### config.mk
export PLATFORM = sky130hd
export DESIGN_NAME = per_period_offset_pipe
export DESIGN_NICKNAME = d
export VERILOG_FILES = /design/src/rtl/per_period_offset_pipe.sv
export SDC_FILE = /design/constraint.sdc
export NUM_CORES = 1
export LEC_CHECK = 0
export ABC_AREA = 1
export BUFFER_PORTS_ARGS = -buffer_cell sky130_fd_sc_hd__buf_2
export CORE_MARGIN = 5
export CORE_UTILIZATION = 30
export CTS_CLUSTER_DIAMETER = 200
export DETAILED_ROUTE_END_ITERATION = 7
export HOLD_SLACK_MARGIN = 0.05
export SYNTH_ARGS = -nofsm -noshare
export SYNTH_HDL_FRONTEND = slang
export SYNTH_SLANG_ARGS = --single-unit
### constraint.sdc
create_clock -name clk -period 2.3 [get_ports clk]
set_input_delay 0.115 -clock clk [delete_from_list [all_inputs] [get_ports clk]]
set_output_delay 0.115 -clock clk [all_outputs]
set_load 0.005 [all_outputs]
### src/rtl/per_period_offset_pipe.sv
module per_period_offset_pipe #(
  parameter int NCH      = 4,
  parameter int OW       = 8,
  parameter int PSTG     = 4,
  parameter int CSTG     = 4,
  parameter int RET_BASE = 8,
  parameter int AW       = 3
) (
  input  logic                clk,
  input  logic                rst,
  input  logic                t0_en,
  input  logic [OW-1:0]       ofs_in,
  input  logic [NCH*OW-1:0]   dly_in,
  input  logic [AW-1:0]       align_sel,
  output logic                out_vld,
  output logic [NCH*OW-1:0]   out_dly,
  output logic [NCH-1:0]      out_cry,
  output logic                ret_vld,
  output logic [OW-1:0]       ret_ofs
);
  localparam int SW   = OW + 1;
  localparam int NSUM = PSTG - 1;
  localparam int RDEP = RET_BASE - 1 + (1 << AW);

  logic                       t0_d;
  logic [OW-1:0]              ofs_q;
  logic [NCH-1:0][OW-1:0]     dly_q;
  logic                       cap_v;
  logic [NCH-1:0][SW-1:0]     sum_w;

  logic [NSUM-1:0]            pv;
  logic [NCH-1:0][SW-1:0]     pd [NSUM];
  logic [CSTG-1:0]            cv;
  logic [NCH-1:0][SW-1:0]     cd [CSTG];
  logic [RDEP-1:0]            rv;
  logic [OW-1:0]              ro [RDEP];

  always_ff @(posedge clk) begin
    if (rst) begin
      ofs_q <= '0;
      dly_q <= '0;
      cap_v <= 1'b0;
      t0_d  <= 1'b0;
    end else begin
      t0_d <= t0_en;
      if (t0_en) begin
        ofs_q <= ofs_in;
        dly_q <= dly_in;
        cap_v <= 1'b1;
      end
    end
  end

  for (genvar c = 0; c < NCH; c++) begin : g_add
    assign sum_w[c] = SW'(dly_q[c]) + SW'(ofs_q);
  end

  for (genvar j = 0; j < NSUM; j++) begin : g_per
    logic                   v_q;
    logic [NCH-1:0][SW-1:0] d_q;
    logic                   src_v;
    logic [NCH-1:0][SW-1:0] src_d;
    if (j == 0) begin : g_head
      assign src_v = cap_v;
      assign src_d = sum_w;
    end else begin : g_body
      assign src_v = pv[j-1];
      assign src_d = pd[j-1];
    end
    always_ff @(posedge clk) begin
      if (rst) begin
        v_q <= 1'b0;
        d_q <= '0;
      end else if (t0_en) begin
        v_q <= src_v;
        d_q <= src_d;
      end
    end
    assign pv[j] = v_q;
    assign pd[j] = d_q;
  end

  for (genvar k = 0; k < CSTG; k++) begin : g_clk
    logic                   v_q;
    logic [NCH-1:0][SW-1:0] d_q;
    logic                   src_v;
    logic [NCH-1:0][SW-1:0] src_d;
    if (k == 0) begin : g_head
      assign src_v = t0_d & pv[NSUM-1];
      assign src_d = pd[NSUM-1];
    end else begin : g_body
      assign src_v = cv[k-1];
      assign src_d = cd[k-1];
    end
    always_ff @(posedge clk) begin
      if (rst) begin
        v_q <= 1'b0;
        d_q <= '0;
      end else begin
        v_q <= src_v;
        if (src_v) d_q <= src_d;
      end
    end
    assign cv[k] = v_q;
    assign cd[k] = d_q;
  end

  assign out_vld = cv[CSTG-1];
  for (genvar c = 0; c < NCH; c++) begin : g_out
    assign out_dly[c*OW +: OW] = cd[CSTG-1][c][OW-1:0];
    assign out_cry[c]          = cd[CSTG-1][c][OW];
  end

  for (genvar r = 0; r < RDEP; r++) begin : g_ret
    logic          v_q;
    logic [OW-1:0] o_q;
    logic          src_v;
    logic [OW-1:0] src_o;
    if (r == 0) begin : g_head
      assign src_v = 1'b1;
      assign src_o = ofs_in;
    end else begin : g_body
      assign src_v = rv[r-1];
      assign src_o = ro[r-1];
    end
    always_ff @(posedge clk) begin
      if (rst) begin
        v_q <= 1'b0;
        o_q <= '0;
      end else if (t0_en) begin
        v_q <= src_v;
        o_q <= src_o;
      end
    end
    assign rv[r] = v_q;
    assign ro[r] = o_q;
  end

  logic [$clog2(RDEP)-1:0] tap;
  assign tap     = $clog2(RDEP)'(RET_BASE - 1) + $clog2(RDEP)'(align_sel);
  assign ret_vld = rv[tap];
  assign ret_ofs = ro[tap];
endmodule

==> summary.txt, run 1 <==
Synth
  – Post-Synthesis Net Count: 2,439
  – Main combinational cell family by area after synthesis: simple AND/OR/NAND/NOR gates
  – YS warnings: 0
  – Compound-gate portion of the synthesized area: 16.9%
  – Synthesized-area fraction occupied by adder cells: 2.81%
  – Post-synthesis sequential area ratio: 48.4%
  – Synth Area in Simple Gates: 23.0%
  – Count of cell types in the netlist: 34
  – Syn_area_per_cell: 7.44 µm²
  – Post-Synthesis Cell Area: 0.0175 mm²
  – #FFs+latches synth: 424
  – Gate Count Post-Synth: 2,356
  – Post-synthesis mux area share: 0%
  – XOR/XNOR share of the synthesized area: 0.756%

GRT
  – Gr usage total: 13.3%
  – Gr ovfl total: 0
  – First-pass GRT wire length: 71,800 µm
  – Initial antenna violation count: 0
  – Vias in the first global route: 13,251
  – Largest net degree at the start of global routing: 205

Finish
  – Most frequent cells in the layout: nor2_1, o21ai_0, dfxtp_1
  – Area Growth Syn to Fin: 15.3%
  – Layout cells sized above 1: 9.25%
  – # nets final: 2,459
  – Filler Cell Count: 6,186
  – Layout Cells excl Fill: 3,177
  – Final Cell Area: 0.0202 mm²
  – Commonest non-fill, non-tap cell in the layout: nor2_1
  – Layout Utilization: 35.0%
  – N_diodes: 0

Detailed routing
  – Routed Antenna Nets: 0
  – DR vias/cell: 4.54
  – Starting DRC count in detailed routing: 1,154
  – DR pass1 iterations: 4
  – DRT Wirelength: 43,300 µm
  – Via count: 14,416
  – # DRC: 0
  – WL per Instance: 13.6 µm

Worst setup path
  – CP arrival: 1.93 ns
  – CP Data Required Time: 2.18 ns
  – Critical setup path kind: register to primary output
  – Slowest stage delay, CP: 0.47 ns
  – Crit-path slowest cell: dfxtp_1
  – WP buf/inv: 2
  – FF-to-FF path depth: 11
  – CP Launch Type: register
  – Critical path, cell by cell: inv_2 -> nand2_1 -> o211ai_1 -> o211ai_1 -> nand3_1 -> nand2_1 -> buf_2
  – Reg2reg start: g_ret[0].o_q[0]
  – Setup crit start: g_ret[0].o_q[1]
  – R2r setup slk: 0.35 ns
  – Crit Path Max Fanout: 6
  – R2R Path End: g_per[0].d_q[31]
  – Top Family by Delay on Critical Path: flip-flops
  – Crit end category: primary output

Timing
  – Clock skew: 0.0429 ns
  – Final Hold Vio Count: 0
  – Worst-Margin Slew: 0.826 ns
  – Setup ws final: 0.251 ns
  – Tcrit/Tclk final: 89.1%
  – Min Tclk post-route: 2.05 ns
  – RSZ-0062 raised after global routing: false
  – TNS Setup: 0 ns
  – Hold slack: 0.282 ns
  – Slew headroom: 44.9%
  – Final setup viols: 0
  – Max Slew Vio Count: 0
  – Max Freq: 0.488 GHz

Placed design
  – DP Wirelength: 26,600 µm
  – Port bufs: 91
  – Place WS: 0.383 ns
  – Placer congestion estimate: 0.789
  – Placed Cells: 3,048
  – Placed Instance Area: 0.0182 mm²

Power
  – Clock power frac: 44.5%
  – Leak: 9.05 nW
  – Internal power: 12.9 mW
  – Peak VDD IR: 585 µV
  – Psw: 4.37 mW
  – Reg power frac: 46.0%
  – Comb pwr share: 9.5%
  – Pwr per Cell Area: 856 mW/mm²
  – Sw Ratio: 25.2%
  – Tot Pwr: 17.3 mW

Floorplanning
  – Site Rows: 88
  – Effective utilization at floorplan: 30.3%
  – Die area: 0.0634 mm²
  – Die width: 252 µm
  – I/O pin total: 92
  – Core Area: 0.0578 mm²
  – Die Ht: 252 µm

Clock network
  – Post CTS Setup Buffer Count: 0
  – H-tree levels: 2
  – Worst skew pair latency: 0.59 ns
  – Root Buffer: clkbuf_16
  – Num CTS Buffers: 47
  – Clock Sinks: 424
  – Clk pin slew, worst setup/hold paths: 0.06 ns
  – CTS Buffer Depth: 3
  – CTS tree: built

Hold path
  – Hold path depth: 4
  – HP Start: dly_in[6]
  – Worst Hold Path EP: dly_q[6]
  – HP Class: input pin to register

Job
  – Max-cap violations: 0

Status
  – Status: finished clean
[worst max path at each step]
stage | to | cells past startpoint
2_1_floorplan | g_per[0].d_q[31] | 11
3_3_place_gp | ret_ofs[0] | 9
3_5_place_dp | g_per[0].d_q[31] | 11
4_1_cts | ret_ofs[1] | 7
5_1_grt | ret_ofs[1] | 7
6_report | ret_ofs[1] | 7
[layer usage]
metal  track usage [%]  up-vias  wire (µm)
li1                  -     7650          -
met1              20.4     6479      22700
met2              19.6      226      18200
met3              2.11       61       1470
met4              3.15        0        801
met5                 0        -          0
[cell usage after synthesis]
library cell,instances,area share [%]
nor2_1,860,18
o21ai_0,452,13
dfxtp_1,424,48
nand2_1,101,2.2
inv_1,77,1.6
buf_2,71,2.0
nand3_1,58,1.7
clkbuf_1,52,1.1
buf_4,51,2.2
a21oi_1,48,1.4
ha_1,33,2.4
o211ai_1,28,1.2
o21ai_1,17,0.49
buf_1,12,0.26
nor2_2,10,0.36
o211ai_2,10,0.71
xnor2_1,7,0.35
inv_2,6,0.13
nand3b_1,5,0.21
xor2_1,5,0.25
buf_6,4,0.26
fa_1,4,0.46
or2_1,4,0.14
a211oi_1,2,0.086
a31oi_1,2,0.071
buf_8,2,0.17
clkinv_2,2,0.057
inv_6,2,0.10
nand4_1,2,0.071
buf_12,1,0.11
clkbuf_4,1,0.043
nand2_2,1,0.036
o21ai_2,1,0.050
xnor2_4,1,0.16
[cells by family (layout without fill, tap and decap cells)]
logic type	after synthesis	count (layout)
xor gates and xnor gates	13	13
AOI/OAI and AO/OA	560	560
buffers and inverters	281	337
adders and majority gates	37	37
DFF	424	424
and+or+nand+nor	1041	1041
[power by group through the flow]
stage               logic [mW]  registers (mW)  clock network, mW
floorplan                 1.23            8.02                  0
global placement          1.59            8.12                  0
detailed placement        1.59            8.13                  0
CTS                       1.66            7.97               7.93
global route              1.90            8.01               8.25
finish                    1.65            7.97               7.70
[final cells by class]
type | count | area [µm²] | area share (%)
tap | 765 | 957 | 4.73
clock inverter | 15 | 251 | 1.24
sequential | 424 | 8490 | 42.0
inverter | 87 | 353 | 1.74
timing repair buffer | 165 | 1210 | 6.01
clock buffer | 70 | 1330 | 6.59
multi-input combinational | 1651 | 7630 | 37.7
[worst register-to-register path: cells and delay by family, from the launching register on]
kind	cells	cell delay (ns)
adder cells (fa/ha/maj)	2	0.65
XOR/XNOR	1	0.14
buffers and inverters	3	0.15
AO/OA/AOI/OAI	1	0.10
flip-flops	1	0.55
AND/OR/NAND/NOR	4	0.24
[state kept, by name (all words and copies together) (netlist names), 4 cells and up]
register,flops
cd,108
g_ret.src_o,8
g_per.d_q,72
dly_q,32
g_ret.v_q,14
g_ret.o_q,112
g_clk.src_d,36
out_cry,4
out_dly,32
[what timing repair did]
action                     4_1_cts  5_1_grt
setup endpoints to repair        0        1
hold endpoints to repair       122        0
resized for setup                0        1
hold buffers                    44        0
Note: power is estimated with default switching activity, not from simulation.
==> run 2: changes to the inputs <==
CORE_MARGIN = not set   (was 5)
clock period = 2.2 ns   (was 2.3 ns; I/O delays follow)
==> summary.txt, run 2 (synthesis gave the netlist of run 1 again) <==
Finish
  – N_diodes: 0 (unchanged)
  – Most flops, register: g_ret.o_q (unchanged)
  – Layout Utilization: 35.3% (was 35.0%)
  – Layout Cells excl Fill: 3,194 (was 3,177)
  – Commonest non-fill, non-tap cell in the layout: nor2_1 (unchanged)
  – Layout cells sized above 1: 9.47% (was 9.25%)
  – Final Cell Area: 0.0204 mm² (was 0.0202 mm²)
  – Filler Cell Count: 6,218 (was 6,186)
  – Multi-input gate area: 0.00763 mm² (unchanged)
  – Area Growth Syn to Fin: 16.3% (was 15.3%)
  – Number of flip-flops in the largest register: 112 (unchanged)
  – Register area: 0.00849 mm² (unchanged)
  – # nets final: 2,476 (was 2,459)
  – Most frequent cells in the layout: nor2_1, o21ai_0, dfxtp_1 (unchanged)

Worst setup path
  – Crit-path slowest cell: dfxtp_1 (unchanged)
  – CP arrival: 1.89 ns (was 1.93 ns)
  – CP Data Required Time: 2.09 ns (was 2.18 ns)
  – Top Family by Delay on Critical Path: flip-flops (unchanged)
  – Crit Path Max Fanout: 5 (was 6)
  – Reg2reg start: g_ret[0].o_q[0] (unchanged)
  – Setup crit start: g_ret[0].o_q[3] (was g_ret[0].o_q[1])
  – R2r setup slk: 0.37 ns (was 0.35 ns)
  – Crit end category: primary output (unchanged)
  – FF-to-FF path depth: 11 (unchanged)
  – Critical setup path kind: register to primary output (unchanged)
  – Critical path, cell by cell: buf_4 -> nor2_1 -> o211ai_1 -> nand3_1 -> nand2_1 -> buf_2 (was inv_2 -> nand2_1 -> o211ai_1 -> o211ai_1 -> nand3_1 -> nand2_1 -> buf_2)
  – R2R Path End: g_per[0].d_q[31] (unchanged)
  – WP buf/inv: 2 (unchanged)
  – Slowest stage delay, CP: 0.55 ns (was 0.47 ns)
  – CP Launch Type: register (unchanged)

Detailed routing
  – Via count: 14,371 (was 14,416)
  – DR vias/cell: 4.50 (was 4.54)
  – Routed Antenna Nets: 0 (unchanged)
  – WL per Instance: 13.2 µm (was 13.6 µm)
  – DR pass1 iterations: 5 (was 4)
  – Starting DRC count in detailed routing: 898 (was 1,154)
  – DRT Wirelength: 42,200 µm (was 43,300 µm)
  – # DRC: 0 (unchanged)

Clock network
  – Worst skew pair latency: 0.58 ns (was 0.59 ns)
  – Clk pin slew, worst setup/hold paths: 0.06 ns (about the same)
  – Num CTS Buffers: 46 (was 47)
  – CTS tree: built (unchanged)
  – Post CTS Setup Buffer Count: 0 (unchanged)
  – CTS Buffer Depth: 3 (unchanged)
  – Root Buffer: clkbuf_16 (unchanged)
  – Clock Sinks: 424 (unchanged)
  – H-tree levels: 2 (unchanged)

Placed design
  – DP Wirelength: 26,000 µm (was 26,600 µm)
  – Placed Cells: 3,051 (was 3,048)
  – Placer congestion estimate: 0.781 (was 0.789)
  – Placed Instance Area: 0.0182 mm² (about the same)
  – Port bufs: 91 (unchanged)
  – Place WS: 0.362 ns (was 0.383 ns)

Floorplanning
  – Die Ht: 244 µm (was 252 µm)
  – I/O pin total: 92 (unchanged)
  – Die width: 244 µm (was 252 µm)
  – Effective utilization at floorplan: 30.4% (was 30.3%)
  – Die area: 0.0594 mm² (was 0.0634 mm²)
  – Core Area: 0.0577 mm² (was 0.0578 mm²)
  – Site Rows: 88 (unchanged)

Job
  – Max-cap violations: 0 (unchanged)

Timing
  – Max Slew Vio Count: 0 (unchanged)
  – Worst-Margin Slew: 0.783 ns (was 0.826 ns)
  – Min Tclk post-route: 2.00 ns
  – TNS Setup: 0 ns (unchanged)
  – Setup ws final: 0.204 ns (was 0.251 ns)
  – Hold slack: 0.0763 ns (was 0.282 ns)
  – Tcrit/Tclk final: 90.7%
  – Final setup viols: 0 (unchanged)
  – Max Freq: 0.501 GHz
  – RSZ-0062 raised after global routing: false (unchanged)
  – Final Hold Vio Count: 0 (unchanged)
  – Slew headroom: 47.8% (was 44.9%)
  – Clock skew: 0.0255 ns (was 0.0429 ns)

Power
  – Leak: 9.17 nW (was 9.05 nW)
  – Peak VDD IR: 603 µV (was 585 µV)
  – Tot Pwr: 17.9 mW (was 17.3 mW)
  – Pwr per Cell Area: 877 mW/mm² (was 856 mW/mm²)

Hold path
  – HP Start: t0_en (was dly_in[6])
  – HP Class: input pin to register (unchanged)
  – Hold path depth: 4 (unchanged)
  – Worst Hold Path EP: dly_q[0] (was dly_q[6])

Status
  – Status: finished clean (unchanged)

GRT
  – First-pass GRT wire length: 71,200 µm (was 71,800 µm)
  – Initial antenna violation count: 0 (unchanged)
  – Gr usage total: 14.2% (was 13.3%)
  – Vias in the first global route: 13,731 (was 13,251)
  – Gr ovfl total: 0 (unchanged)
  – Largest net degree at the start of global routing: 131 (was 205)
## run 2: changes by cell type in the layout (fill, tap and decap cells not counted), moves of 2 or more
cell           before  now
dlygate4sd3_1      44   59
bufinv_16           5    2
inv_6               2    4
clkbuf_16          48   46
clkbuf_1           17   11
buf_4              23   25
clkinvlp_4          3    1
clkinv_4            2    0
clkbuf_8            5   15
## run 2: layer usage
| metal | up-vias | global-route usage [%] | wire length [µm] |
|---|---|---|---|
| met5 | - | 0 | 0 |
| met4 | 0 | 3.97 | 847 |
| met3 | 61 | 2.27 | 1350 |
| met2 | 203 | 21.9 | 18200 |
| met1 | 6432 | 20.4 | 21800 |
| li1 | 7675 | - | - |
## run 2: worst max path at each step
stage                            end  cells after the start
detailed placement        ret_ofs[2]                      9
finish                    ret_ofs[3]                      6
CTS                       ret_ofs[3]                      6
global route              ret_ofs[6]                      6
floorplan           g_per[0].d_q[31]                     11
global placement          ret_ofs[2]                      9
## run 2: power breakdown
part | internal, mW | total [mW] | leakage, nW | switching [mW]
sequential | 8.07 | 8.31 | 3.48 | 0.244
combinational | 0.690 | 1.75 | 4.92 | 1.06
clock | 4.63 | 7.82 | 0.766 | 3.19
total | 13.4 | 17.9 | 9.17 | 4.49
## run 2: layout make-up
class / count / area share, %
repair buffers: 183 / 6.87
clock buffers: 72 / 6.86
well taps: 765 / 4.69
clock inverters: 12 / 0.822
flip-flops and latches: 424 / 41.6
inverters: 87 / 1.73
multi-input cells: 1651 / 37.4
## run 2: worst reg2reg max path: stages (launching register included)
cell and delay (ns):
dfxtp_1 0.48, ha_1 0.22, inv_1 0.05, fa_1 0.39
inv_1 0.07, nand2_1 0.04, nand2_1 0.07, o21ai_0 0.10
xor2_1 0.14, nand2_1 0.06, nand2_1 0.07, inv_1 0.03
## run 2: what timing repair did
item / 4_1_cts / 5_1_grt
hold endpoints to repair: 47 / 0
hold buffers: 59 / 0
gates resized for setup: 0 / 0
